--- src/rtl/dcu_pkg.sv ---
package dcu_pkg;
  typedef enum logic [1:0] {
    ST_IDLE = 2'd0,
    ST_PUSH = 2'd1,
    ST_POP  = 2'd2
  } dcu_state_e;

  localparam logic [1:0] SEL_JT_LO = 2'd0;
  localparam logic [1:0] SEL_JT_HI = 2'd1;
  localparam logic [1:0] SEL_SS_BASE = 2'd2;
  localparam logic [1:0] SEL_SS_LIM = 2'd3;
endpackage

--- src/rtl/dcu_window.sv ---
module dcu_window #(
  parameter int W = 16
) (
  input  logic [W-1:0] lo,
  input  logic [W-1:0] hi,
  input  logic [W-1:0] addr,
  output logic         hit
);
  always_comb hit = (addr >= lo) && (addr < hi);
endmodule

--- src/rtl/dcu_cfg.sv ---
module dcu_cfg #(
  parameter int ADDR_W    = 16,
  parameter int DOM_W     = 3,
  parameter int TRUST_DOM = 0
) (
  input  logic              clk,
  input  logic              rst,
  input  logic              cfg_we,
  input  logic [1:0]        cfg_sel,
  input  logic [ADDR_W-1:0] cfg_wdata,
  input  logic [DOM_W-1:0]  cur_dom,
  output logic [ADDR_W-1:0] jt_lo,
  output logic [ADDR_W-1:0] jt_hi,
  output logic [ADDR_W-1:0] ss_base,
  output logic [ADDR_W-1:0] ss_limit,
  output logic              ss_load
);
  import dcu_pkg::*;

  logic trusted;
  always_comb trusted = (cur_dom == DOM_W'(TRUST_DOM));

  always_ff @(posedge clk) begin
    if (rst) begin
      jt_lo    <= '0;
      jt_hi    <= '0;
      ss_base  <= '0;
      ss_limit <= '0;
      ss_load  <= 1'b0;
    end else begin
      ss_load <= 1'b0;
      if (cfg_we && trusted) begin
        case (cfg_sel)
          SEL_JT_LO:   jt_lo <= cfg_wdata;
          SEL_JT_HI:   jt_hi <= cfg_wdata;
          SEL_SS_BASE: begin
            ss_base <= cfg_wdata;
            ss_load <= 1'b1;
          end
          default:     ss_limit <= cfg_wdata;
        endcase
      end
    end
  end
endmodule

--- src/rtl/dcu_seq.sv ---
module dcu_seq #(
  parameter int ADDR_W    = 16,
  parameter int SB_W      = 16,
  parameter int DOM_W     = 3,
  parameter int RAM_AW    = 10,
  parameter int TRUST_DOM = 0
) (
  input  logic              clk,
  input  logic              rst,
  input  logic              call_hit,
  input  logic              ret_strobe,
  input  logic [ADDR_W-1:0] ret_addr,
  input  logic [DOM_W-1:0]  callee_dom,
  input  logic [SB_W-1:0]   stack_ptr,
  input  logic [ADDR_W-1:0] ss_base,
  input  logic [ADDR_W-1:0] ss_limit,
  input  logic              ss_load,
  input  logic [7:0]        ram_rdata,
  output logic [DOM_W-1:0]  cur_dom,
  output logic [SB_W-1:0]   stack_bound,
  output logic              ram_we,
  output logic              ram_re,
  output logic [RAM_AW-1:0] ram_addr,
  output logic [7:0]        ram_wdata,
  output logic [RAM_AW-1:0] ss_ptr,
  output logic              stall,
  output logic              panic
);
  import dcu_pkg::*;

  localparam int RET_BYTES   = ADDR_W / 8;
  localparam int SB_BYTES    = SB_W / 8;
  localparam int FRAME_BYTES = RET_BYTES + SB_BYTES + 1;
  localparam int FRAME_W     = FRAME_BYTES * 8;
  localparam int CNT_W       = $clog2(FRAME_BYTES + 2);
  localparam int PW          = ADDR_W + 1;
  localparam int FIRST_CAP   = 2;
  localparam logic [CNT_W-1:0] LAST_PUSH = CNT_W'(FRAME_BYTES - 1);
  localparam logic [CNT_W-1:0] LAST_POP  = CNT_W'(FRAME_BYTES + 1);

  dcu_state_e          state_q;
  logic [CNT_W-1:0]    cnt_q;
  logic [FRAME_W-1:0]  frame_q;
  logic [FRAME_W-9:0]  pop_q;
  logic [FRAME_W-1:0]  cand;
  logic [ADDR_W-1:0]   ret_q;
  logic [PW-1:0]       ptr_ext;
  logic                ovf;
  logic                empty;
  logic                frame_ok;
  logic                stall_n;

  always_comb begin
    ptr_ext  = PW'(ss_ptr);
    ovf      = (ptr_ext + PW'(FRAME_BYTES)) > {1'b0, ss_limit};
    empty    = ptr_ext < ({1'b0, ss_base} + PW'(FRAME_BYTES));
    cand     = {pop_q, ram_rdata};
    frame_ok = (cand[ADDR_W-1:0] == ret_q) &&
               (cand[FRAME_W-1 -: (8 - DOM_W)] == '0);
  end

  always_comb begin
    case (state_q)
      ST_IDLE: stall_n = (call_hit && !ovf) || (!call_hit && ret_strobe && !empty);
      ST_PUSH: stall_n = 1'b1;
      ST_POP:  stall_n = (cnt_q != LAST_POP);
      default: stall_n = 1'b0;
    endcase
  end

  always_ff @(posedge clk) begin
    if (rst) begin
      state_q     <= ST_IDLE;
      cnt_q       <= '0;
      frame_q     <= '0;
      pop_q       <= '0;
      ret_q       <= '0;
      cur_dom     <= DOM_W'(TRUST_DOM);
      stack_bound <= '0;
      ram_we      <= 1'b0;
      ram_re      <= 1'b0;
      ram_addr    <= '0;
      ram_wdata   <= '0;
      ss_ptr      <= '0;
      stall       <= 1'b0;
      panic       <= 1'b0;
    end else begin
      ram_we <= 1'b0;
      ram_re <= 1'b0;
      panic  <= 1'b0;
      stall  <= stall_n;
      case (state_q)
        ST_IDLE: begin
          if (ss_load) ss_ptr <= ss_base[RAM_AW-1:0];
          if (call_hit) begin
            if (ovf) begin
              panic <= 1'b1;
            end else begin
              frame_q     <= {{(8 - DOM_W){1'b0}}, cur_dom, stack_bound, ret_addr};
              cur_dom     <= callee_dom;
              stack_bound <= stack_ptr;
              cnt_q       <= '0;
              state_q     <= ST_PUSH;
            end
          end else if (ret_strobe) begin
            if (empty) begin
              panic <= 1'b1;
            end else begin
              ret_q   <= ret_addr;
              cnt_q   <= '0;
              state_q <= ST_POP;
            end
          end
        end
        ST_PUSH: begin
          ram_we    <= 1'b1;
          ram_addr  <= ss_ptr + RAM_AW'(cnt_q);
          ram_wdata <= frame_q[int'(cnt_q) * 8 +: 8];
          cnt_q     <= cnt_q + 1'b1;
          if (cnt_q == LAST_PUSH) begin
            ss_ptr  <= ss_ptr + RAM_AW'(FRAME_BYTES);
            state_q <= ST_IDLE;
          end
        end
        ST_POP: begin
          if (int'(cnt_q) < FRAME_BYTES) begin
            ram_re   <= 1'b1;
            ram_addr <= ss_ptr - RAM_AW'(cnt_q) - RAM_AW'(1);
          end
          if (int'(cnt_q) >= FIRST_CAP) pop_q <= cand[FRAME_W-9:0];
          cnt_q <= cnt_q + 1'b1;
          if (cnt_q == LAST_POP) begin
            if (frame_ok) begin
              cur_dom     <= cand[FRAME_W-8 +: DOM_W];
              stack_bound <= cand[ADDR_W +: SB_W];
              ss_ptr      <= ss_ptr - RAM_AW'(FRAME_BYTES);
            end else begin
              panic <= 1'b1;
            end
            state_q <= ST_IDLE;
          end
        end
        default: state_q <= ST_IDLE;
      endcase
    end
  end
endmodule

--- src/rtl/domain_call_unit.sv ---
module domain_call_unit #(
  parameter int ADDR_W    = 16,
  parameter int SB_W      = 16,
  parameter int DOM_W     = 3,
  parameter int RAM_AW    = 10,
  parameter int TRUST_DOM = 0
) (
  input  logic              clk,
  input  logic              rst,
  input  logic              cfg_we,
  input  logic [1:0]        cfg_sel,
  input  logic [ADDR_W-1:0] cfg_wdata,
  input  logic              call_strobe,
  input  logic [ADDR_W-1:0] call_target,
  input  logic              ret_strobe,
  input  logic [ADDR_W-1:0] ret_addr,
  input  logic [DOM_W-1:0]  callee_dom,
  input  logic [SB_W-1:0]   stack_ptr,
  input  logic [7:0]        ram_rdata,
  output logic [DOM_W-1:0]  cur_dom,
  output logic [SB_W-1:0]   stack_bound,
  output logic              ram_we,
  output logic              ram_re,
  output logic [RAM_AW-1:0] ram_addr,
  output logic [7:0]        ram_wdata,
  output logic [RAM_AW-1:0] ss_ptr,
  output logic              stall,
  output logic              panic
);
  logic [ADDR_W-1:0] jt_lo, jt_hi, ss_base, ss_limit;
  logic              ss_load;
  logic              win_hit;
  logic              call_hit;

  dcu_cfg #(.ADDR_W(ADDR_W), .DOM_W(DOM_W), .TRUST_DOM(TRUST_DOM)) i_cfg (
    .clk(clk), .rst(rst), .cfg_we(cfg_we), .cfg_sel(cfg_sel),
    .cfg_wdata(cfg_wdata), .cur_dom(cur_dom), .jt_lo(jt_lo), .jt_hi(jt_hi),
    .ss_base(ss_base), .ss_limit(ss_limit), .ss_load(ss_load)
  );

  dcu_window #(.W(ADDR_W)) i_win (
    .lo(jt_lo), .hi(jt_hi), .addr(call_target), .hit(win_hit)
  );

  always_comb call_hit = call_strobe && win_hit;

  dcu_seq #(
    .ADDR_W(ADDR_W), .SB_W(SB_W), .DOM_W(DOM_W),
    .RAM_AW(RAM_AW), .TRUST_DOM(TRUST_DOM)
  ) i_seq (
    .clk(clk), .rst(rst), .call_hit(call_hit), .ret_strobe(ret_strobe),
    .ret_addr(ret_addr), .callee_dom(callee_dom), .stack_ptr(stack_ptr),
    .ss_base(ss_base), .ss_limit(ss_limit), .ss_load(ss_load),
    .ram_rdata(ram_rdata), .cur_dom(cur_dom), .stack_bound(stack_bound),
    .ram_we(ram_we), .ram_re(ram_re), .ram_addr(ram_addr),
    .ram_wdata(ram_wdata), .ss_ptr(ss_ptr), .stall(stall), .panic(panic)
  );
endmodule

--- config.mk ---
export PLATFORM = sky130hd
export DESIGN_NAME = domain_call_unit
export DESIGN_NICKNAME = d
export VERILOG_FILES = /design/src/rtl/dcu_pkg.sv /design/src/rtl/dcu_window.sv /design/src/rtl/dcu_cfg.sv /design/src/rtl/dcu_seq.sv /design/src/rtl/domain_call_unit.sv
export SDC_FILE = /design/constraint.sdc
export NUM_CORES = 1
export LEC_CHECK = 0
export ABC_AREA = 1
export ABC_CLOCK_PERIOD_IN_PS = 4800
export BUFFER_PORTS_ARGS = -buffer_cell sky130_fd_sc_hd__clkbuf_2
export CAP_MARGIN = 25
export CORE_UTILIZATION = 39
export CTS_BUF_LIST = sky130_fd_sc_hd__clkbuf_4 sky130_fd_sc_hd__clkbuf_8
export DETAILED_ROUTE_END_ITERATION = 8
export PLACE_DENSITY = 0.65
export SLEW_MARGIN = 20
export SYNTH_ARGS = -nofsm -noshare
export SYNTH_HDL_FRONTEND = slang
export SYNTH_SLANG_ARGS = --single-unit
--- constraint.sdc ---
create_clock -name clk -period 4.8 [get_ports clk]
set_input_delay 1.2 -clock clk [delete_from_list [all_inputs] [get_ports clk]]
set_output_delay 1.2 -clock clk [all_outputs]
set_load 0.01 [all_outputs]
* Word level (Yosys, flattened, before mapping) *
Cells that the tools add are included.

storage, ports and cells
  logic and storage cells = 133
  flip-flop bits (word level) = 204
  output and inout port bits = 51

operators by class
  shift-type cells = 1
  equal/unequal tests = 18
  bitwise operators = 6
  muxes and demuxes = 40
  reduce and logical (&&, ||, !) cells = 35
  order comparisons = 6
  add/subtract/negate cells = 8

operator list
  kind                                                    number
  two-way mux 16 bit                                      4
  two-way mux 10 bit                                      5
  indexed part select 40 x 7 -> 8 bit                     1
  one-hot mux 16 bit (2 select lines)                     1
  one-hot mux 10 bit (3 select lines)                     1
  two-way mux 3 bit                                       8
  one-hot mux 10 bit (2 select lines)                     1
  adder 16 x 3 -> 17 bit (second input constant)          1
  greater-than comparator 17 x 16 -> 1 bit                1
  < comparator 10 x 17 -> 1 bit                           1
  equality test 16 bit                                    1
  >= comparator 16 bit                                    1
  < comparator 16 bit                                     1
  AND reduction 5 bit                                     3
  two-way mux 2 bit                                       6
  one-hot mux 3 bit (2 select lines)                      2
  AND reduction 2 bit                                     6
  adder 10 x 3 -> 11 bit (second input constant)          1
  adder 10 x 3 -> 10 bit                                  1
  adder 10 x 3 -> 10 bit (second input constant)          1
  inequality test 2 x 1 -> 1 bit (second input constant)  5
  subtractor 10 x 1 -> 10 bit (second input constant)     1
  subtractor 10 x 3 -> 10 bit                             1
  subtractor 10 x 3 -> 10 bit (second input constant)     1
  other kinds (26)                                        59

* Logic depth before layout (Yosys ltp) *
Gate-level depths: netlist of the first run.

  depth in word-level cells = 8
  gate-level depth with buffers = 22
  mapped depth without buffers = 21

* Cells and area by module *
From an unflattened synthesis of the first run, not the netlist that was laid out.

unflattened totals
  cell total of the unflattened synthesis = 1768
  area, all modules = 11581.1 um^2

modules (own cells, without submodules)
  module            cells each  seq. area each (um^2)  area an instance (um^2)  instances
  dcu_seq           1157        2782.7                 7785.0                   1
  dcu_cfg           474         1301.2                 2962.8                   1
  dcu_window        135         0.0                    825.8                    1
  domain_call_unit  2           0.0                    7.5                      1

* Worst setup path before layout of the first run *
No wires, ideal clock.

  kind = reg2reg
  from = register i_seq.state_q[0]
  to = register i_seq.ss_ptr[7]
  required time = 4.683 ns
  setup time = 0.117 ns
  setup slack = 1.755 ns
  cell stages (with the launch flop) = 18
  arrival time = 2.928 ns
  path through = dfxtp_1 inv_1 ha_1 clkbuf_1 inv_1 clkbuf_1 clkbuf_1 ha_1 a21o_1 nand2_1 nand2_1 a21oi_1 nor2_1 nor2_1 xor2_1 nor2_1 nor3_1 nor2_1

on the way
  longest elaborated chain between the ends = 3
  elaborated cells on any way between the ends = 10
  those cells by class = 6 x eq/ne; 1 x mux; 3 x reduce/logical

ends and longest elaborated chain
  item                                                                    RTL line        text
  from (decl)                                                             dcu_seq.sv:41   dcu_state_e state_q;
  from (signal assigned)                                                  dcu_seq.sv:73   state_q <= ST_IDLE;
  from (signal assigned)                                                  dcu_seq.sv:103  state_q <= ST_PUSH;
  from (signal assigned)                                                  dcu_seq.sv:111  state_q <= ST_POP;
  equality test 2 x 1 -> 1 bit, or another cell as far along              dcu_seq.sv:92   case (state_q)
  inequality test 2 x 1 -> 1 bit (no line), or another cell as far along  n/a
  AND reduction 5 bit (no line)                                           n/a
  to (signal assigned)                                                    dcu_seq.sv:94   if (ss_load) ss_ptr <= ss_base[RAM_AW-1:0];
  to (signal assigned)                                                    dcu_seq.sv:121  ss_ptr <= ss_ptr + RAM_AW'(FRAME_BYTES);
  to (signal assigned)                                                    dcu_seq.sv:136  ss_ptr <= ss_ptr - RAM_AW'(FRAME_BYTES);
  to (decl)                                                               dcu_seq.sv:25   output logic [RAM_AW-1:0] ss_ptr,

Parallel ways exist; a longest one is shown, timed or not.
A chain may end at the register's enable or synchronous reset.

* Final worst setup path of the first run *
  from = register i_seq.ss_ptr[1]
  to = register i_seq.cur_dom[0]

on the way
  longest elaborated chain between the ends = 4

ends and longest elaborated chain
  item                                      RTL line        text
  adder 10 x 3 -> 11 bit                    dcu_seq.sv:55   ovf = (ptr_ext + PW'(FRAME_BYTES)) > {1'b0, ss_limit};
  greater-than comparator 17 x 16 -> 1 bit  dcu_seq.sv:55
  inequality test 2 bit (no line)           n/a
  AND reduction 5 bit (no line)             n/a
  to (signal assigned)                      dcu_seq.sv:78   cur_dom <= DOM_W'(TRUST_DOM);
  to (signal assigned)                      dcu_seq.sv:100  cur_dom <= callee_dom;
  to (signal assigned)                      dcu_seq.sv:134  cur_dom <= cand[FRAME_W-8 +: DOM_W];
  to (decl)                                 dcu_seq.sv:19   output logic [DOM_W-1:0] cur_dom,

No other way between the ends.

==> results of run 1 <==
## sequential cells by signal (all words and copies together) (netlist names), 16 cells and up
signal	count
i_seq.pop_q	32
i_cfg.ss_limit	16
i_cfg.ss_base	16
i_seq.stack_bound	16
i_cfg.jt_hi	16
i_seq.ret_q	16
i_seq.frame_q	35
i_cfg.jt_lo	16
## final timing paths
check                  startpoint               end  slack, ns  cells past startpoint
setup / recovery  i_seq.ss_ptr[1]  i_seq.cur_dom[0]       0.67                     17
hold reg to reg   i_cfg.jt_lo[12]   i_cfg.jt_lo[12]       0.46                      2
hold / removal    i_cfg.jt_lo[12]   i_cfg.jt_lo[12]       0.46                      2
setup reg to reg  i_seq.ss_ptr[1]  i_seq.cur_dom[0]       0.67                     17
## final cells by class
class,instances,area (um^2)
antenna,1,2.50
clock buffer,62,797
clock inverter,6,32.5
fill,2747,14500
inverter,146,552
multi-input combinational,1070,5690
sequential,204,4080
tap,341,427
timing repair buffer,144,763
## worst min-delay path, cell delays in order (launching register included)
cell and delay [ns]:
dfxtp_1 0.29, inv_1 0.06, a21oi_1 0.06
## layer usage
layer	global-route usage	up-vias	share of wire
met5	0	-	0
met4	0.0646	0	0.019
met3	0.0414	40	0.065
met2	0.344	284	0.45
met1	0.282	4534	0.46
li1	-	5151	-
## logic make-up after synthesis
logic type / after synthesis / synth area share
AOI/OAI and AO/OA: 368 / 0.179
xor gates and xnor gates: 34 / 0.0279
adders and majority gates: 77 / 0.0924
buffers and inverters: 221 / 0.0843
DFF: 204 / 0.383
and+or+nand+nor: 591 / 0.233
## power by group
part / total, uW / switching, uW / internal [uW]
Clock: 1790 / 742 / 1050
Sequential: 2410 / 338 / 2080
Combinational: 2780 / 1810 / 967
## placed cells by master, fill, tap and decap left out, types with 3 or more instances in the layout
| cell | netlist | routed |
|---|---|---|
| a211oi_1 | 4 | 4 |
| a21o_1 | 4 | 4 |
| a21oi_1 | 139 | 138 |
| a31oi_1 | 5 | 5 |
| buf_4 | 3 | 11 |
| clkbuf_2 | 0 | 132 |
| clkbuf_4 | 0 | 9 |
| clkbuf_8 | 0 | 53 |
| clkinv_2 | 0 | 6 |
| dfxtp_1 | 204 | 204 |
| fa_1 | 3 | 3 |
| ha_1 | 74 | 74 |
| inv_1 | 142 | 141 |
| nand2_1 | 243 | 243 |
| nand3_1 | 38 | 37 |
| nand3_2 | 3 | 4 |
| nand4_1 | 38 | 38 |
| nor2_1 | 230 | 230 |
| nor2_2 | 13 | 13 |
| nor3_1 | 15 | 15 |
| o21ai_0 | 183 | 183 |
| o21ai_1 | 13 | 13 |
| o21bai_1 | 3 | 3 |
| o22ai_1 | 10 | 10 |
| or2_2 | 5 | 5 |
| xnor2_1 | 4 | 4 |
| xor2_1 | 30 | 30 |
## through the flow
stage	util	hold slack (ns)	area (um^2)
after detailed placement	0.428	0.451	11500
after floorplan	-	0.424	10700
final	0.459	0.457	12300
after global placement	0.428	0.444	11500
after CTS	0.459	0.461	12300
after global routing	0.459	0.474	12300
==> results.py, run 1 <==
metrics = {
    "outcome": {
        "status": "finished, final reports clean",
    },
    "critical_path": {
        "startpoint_type": "register",
        "crit_buf_inv": 0,
        "path_class": "register to register",
        "crit_fanout": 20,
        "crit_path_top_delay_cell": "nand3_1",
        "arrival_ns": 4.54,
        "cpPeakStageDelay_ns": 0.78,
        "crit_chain": "ha_1 -> nor2_1 -> nor3_1 -> nand3_1 -> xor2_1 -> ha_1 -> a21o_1 -> nor2_1 -> nand2_1 -> nand2_1 -> nand3_1 -> nand2_1 -> nand2_1 -> o21ai_2 -> nand3_1 -> nor2_1 -> nor2_1",
        "critPathTopFamily": "simple AND/OR/NAND/NOR gates",
        "cp-end-kind": "register",
        "required_ns": 5.20,
    },
    "floorplan": {
        "die_y_um": 167,
        "core_area_um2": 26900,
        "start_util": 0.397,
        "rows": 60,
        "die_area_um2": 28000,
        "die_x_um": 167,
        "io_pins": 133,
    },
    "logic_synthesis": {
        "synth_area_um2": 10700,
        "synth.distinct_cells": 40,
        "ys.flop_type": "dfxtp_1",
        "synth_most_common_cell": "nand2_1",
        "yosys.area.top_type": "dfxtp_1",
        "synth_seq_cells": 204,
        "yosys-top-cells-area": "dfxtp_1 38%, ha_1 8.7%, o21ai_0 8.6%",
        "synth_nets": 1654,
        "ys_seq_area_frac": 0.383,
        "synth_top_area_frac": 0.383,
        "yosys_warnings": 0,
        "synth_edf_count": 0,
        "synth_common_cells": "243 x nand2_1, 230 x nor2_1, 204 x dfxtp_1, 183 x o21ai_0, 142 x inv_1",
        "avgSynthCellArea_um2": 7.13,
        "ys_async_sr_fraction": 0,
        "synthCells": 1495,
    },
    "clocking": {
        "cts_made_buffers": 37,
        "insertion_delay_ns": 0.54,
        "post_cts_buffers": 0,
        "h-tree-depth": 2,
        "cts.sink_count": 204,
        "clkSlewWorstSetupHoldPaths_ns": 0.06,
        "cts_resized": 0,
        "clk_path_buf_depth": 3,
        "cts.hold.buffers_added": 0,
        "root_buffer": "clkbuf_8",
        "cts_tree": "yes",
    },
    "timing": {
        "hold_violations": 0,
        "min_period_over_period": 0.861,
        "slew_headroom": 0.347,
        "rsz0062_at_grt": "false",
        "timing_worst_slew_pin_value_ns": 0.979,
        "finalSetupViolCount": 0,
        "setup-tns-final_ns": 0,
        "worst_clock_skew_ns": 0.0280,
        "slew_violations": 0,
        "fin_crit_ns": 4.13,
        "max_freq_mhz": 242,
        "final.setup.worst_slack_ns": 0.666,
    },
    "cells_and_area": {
        "drive_above_1_share": 0.149,
        "instances_no_fill": 1974,
        "syn_to_final_growth_pct": 15.8,
        "nNetsFinal": 1762,
    },
    "power": {
        "fin_total_pwr_uw": 6980,
        "peakVddDrop_mv": 0.244,
        "power_per_cell_area_nw_per_um2": 566,
        "p_leak_uw": 0.00560,
    },
    "drt": {
        "drtAntennaViolNets": 0,
        "via_count": 10000,
        "drtPass1Iterations": 5,
        "via_per_inst": 5.07,
        "wl_per_cell_um": 15.0,
        "totalWireLength_um": 29600,
        "drtIter0Drc": 696,
        "drc_errors": 0,
    },
    "placed_design": {
        "pre_cts_ws_ns": 0.753,
        "hpwl_um": 21600,
        "place_inst": 1905,
        "port-buffer-count": 132,
        "gp_congestion": 0.881,
    },
    "flow_run": {
        "drv_cap": 0,
    },
    "global_routing": {
        "grt_use_total": 0.211,
        "grt_pass1_wl_um": 48100,
        "grt_pass1_vias": 9421,
        "antenna_found_initial": 1,
        "grt_start_max_net_pins": 162,
        "grt_overflow": 0,
    },
    "hold_path": {
        "hp-class": "register to register",
    },
}
Power figures use the tool's default switching activity.
==> run 2: changes to the inputs <==
Settings changed: CORE_UTILIZATION 39 to 45, PLACE_DENSITY 0.65 to 0.72.
==> run 2 against run 1 <==
First-iteration DRC count down 6.3%. Critical path type unchanged. Hold slack better by 0.00071 ns. Sequential share of layout area up 0.14 points. Setup slack better by 0.057 ns. Combinational power about the same. Non-clock buffer count up 3. Final area down 0.43%. Global-route usage up 3.6 points. Fmax up 1.4%. Via count up 1.1%. Clock power about the same. Highest routed layer unchanged.
==> results.py, run 2 (same netlist as run 1, synthesis figures left out) <==
metrics = {
    "timing": {
        "timing_worst_slew_pin_value_ns": 0.936,
        "hold-worst-slack_ns": 0.458,
        "slew_headroom": 0.376,
        "max_freq_mhz": 245,
        "rsz0062_at_grt": "false",
        "fin_crit_ns": 4.08,
        "slew_violations": 0,
        "worst_clock_skew_ns": 0.0298,
        "min_period_over_period": 0.849,
        "finalSetupViolCount": 0,
        "hold_violations": 0,
        "setup-tns-final_ns": 0,
    },
    "drt": {
        "drc_errors": 0,
        "wl_per_cell_um": 15.2,
        "drtIter0Drc": 652,
        "via_per_inst": 5.20,
        "totalWireLength_um": 29500,
        "drtAntennaViolNets": 0,
        "via_count": 10100,
        "drtPass1Iterations": 5,
    },
    "power": {
        "power_per_cell_area_nw_per_um2": 567,
        "peakVddDrop_mv": 0.252,
        "p_leak_uw": 0.00560,
    },
    "outcome": {
        "status": "finished, final reports clean",
    },
    "global_routing": {
        "grt_overflow": 0,
        "grt_use_total": 0.247,
        "grt_pass1_vias": 9433,
        "grt_pass1_wl_um": 47900,
        "grt_start_max_net_pins": 101,
        "antenna_found_initial": 0,
    },
    "floorplan": {
        "io_pins": 133,
        "rows": 55,
        "start_util": 0.465,
        "die_y_um": 156,
        "die_area_um2": 24300,
        "die_x_um": 156,
        "core_area_um2": 22900,
    },
    "hold_path": {
        "hp-class": "register to register",
        "holdPathStages": 2,
        "hold_end": "i_cfg.jt_hi[8]",
        "hold_start": "i_cfg.jt_hi[8]",
    },
    "cells_and_area": {
        "antennaDiodeCount": 0,
        "top_register": "i_seq.frame_q",
        "final_common_cell": "nand2_1",
        "reg.largest.list": "i_seq.frame_q: 35 flops, i_seq.pop_q: 32 flops",
        "largest_register_ffs": 35,
        "fin_util": 0.537,
        "nNetsFinal": 1765,
        "syn_to_final_growth_pct": 15.3,
        "final.fill_count": 2259,
        "drive_above_1_share": 0.148,
        "mostFrequentLayoutCells": "243 x nand2_1, 230 x nor2_1, 204 x dfxtp_1, 183 x o21ai_0, 141 x inv_1",
    },
    "clocking": {
        "cts_resized": 0,
        "clkSlewWorstSetupHoldPaths_ns": 0.06,
        "cts_tree": "yes",
        "root_buffer": "clkbuf_8",
        "clk_path_buf_depth": 3,
        "cts.hold.buffers_added": 0,
        "cts_made_buffers": 37,
        "post_cts_buffers": 0,
        "insertion_delay_ns": 0.55,
        "h-tree-depth": 2,
        "cts.sink_count": 204,
    },
    "critical_path": {
        "crit_fanout": 20,
        "arrival_ns": 4.48,
        "crit_chain": "ha_1 -> nor2_1 -> nor3_1 -> nand3_1 -> xor2_1 -> ha_1 -> a21o_1 -> nor2_1 -> nand2_1 -> nand2_1 -> nand3_1 -> nand2_1 -> nand2_1 -> o21ai_2 -> nand3_1 -> nand2_1 -> a21oi_1",
        "reg2reg_slack_ns": 0.72,
        "crit_path_top_delay_cell": "nand3_1",
        "cpPeakStageDelay_ns": 0.68,
        "reg2reg_to": "i_seq.stack_bound[6]",
        "worstReg2RegStart": "i_seq.ss_ptr[1]",
        "path_class": "register to register",
        "startpoint_type": "register",
        "required_ns": 5.21,
        "cp_common_cell": "nand2_1",
        "cp-end-kind": "register",
        "reg2regPathDepth": 17,
    },
    "placed_design": {
        "port-buffer-count": 132,
        "hpwl_um": 21300,
        "gp_congestion": 0.917,
    },
    "flow_run": {
        "drv_cap": 0,
    },
}
## run 2: cell type report
class	count	area, um^2	area share
flip-flops and latches	204	4080	0.332
inverters	146	552	0.0449
well taps	313	392	0.0318
repair buffers	147	786	0.0639
multi-input cells	1070	5690	0.462
clock inverters	5	71.3	0.00580
clock buffers	60	726	0.0590
## run 2: where the power goes
| part | switching [uW] | total (uW) | internal [uW] |
|---|---|---|---|
| clock network | 739 | 1760 | 1020 |
| logic | 1840 | 2810 | 975 |
| registers | 324 | 2400 | 2080 |
| total | 2900 | 6970 | 4070 |
## run 2: worst max path at each step
stage,endpoint,startpoint,cells past startpoint,slack [ns]
3_3_place_gp,i_seq.cur_dom[0],i_seq.ss_ptr[1],17,0.95
4_1_cts,i_seq.stack_bound[6],i_seq.ss_ptr[1],17,0.82
2_1_floorplan,i_seq.ss_ptr[7],i_seq.state_q[0],17,1.75
5_1_grt,i_seq.stack_bound[13],i_seq.ss_ptr[0],17,0.37
6_report,i_seq.stack_bound[6],i_seq.ss_ptr[1],17,0.72
3_5_place_dp,i_seq.stack_bound[6],i_seq.ss_ptr[1],17,0.82
## run 2: per-layer routing
layer,GRT usage,vias to the layer above,part of all wire
met2,0.399,306,0.45
met5,0,-,0
met1,0.331,4613,0.46
met3,0.0411,56,0.066
li1,-,5141,-
met4,0.0868,0,0.024
## run 2: stage by stage
step           power (uW)  instances  cell area, um^2  setup slack, ns
6_report             6970       1945            12300            0.723
5_1_grt              7520       1945            12300            0.375
4_1_cts              6990       1945            12300            0.821
3_5_place_dp         5210       1880            11500            0.821
3_3_place_gp         5140       1880            11500            0.949
2_1_floorplan        4450       1495            10700             1.75
## run 2: critical path: cells and delay by family (launching register included)
| kind | cells | cell delay (ns) |
|---|---|---|
| AO/OA/AOI/OAI | 3 | 0.56 |
| XOR/XNOR | 1 | 0.18 |
| adder cells (fa/ha/maj) | 2 | 0.59 |
| flip-flops | 1 | 0.60 |
| AND/OR/NAND/NOR | 11 | 2.00 |
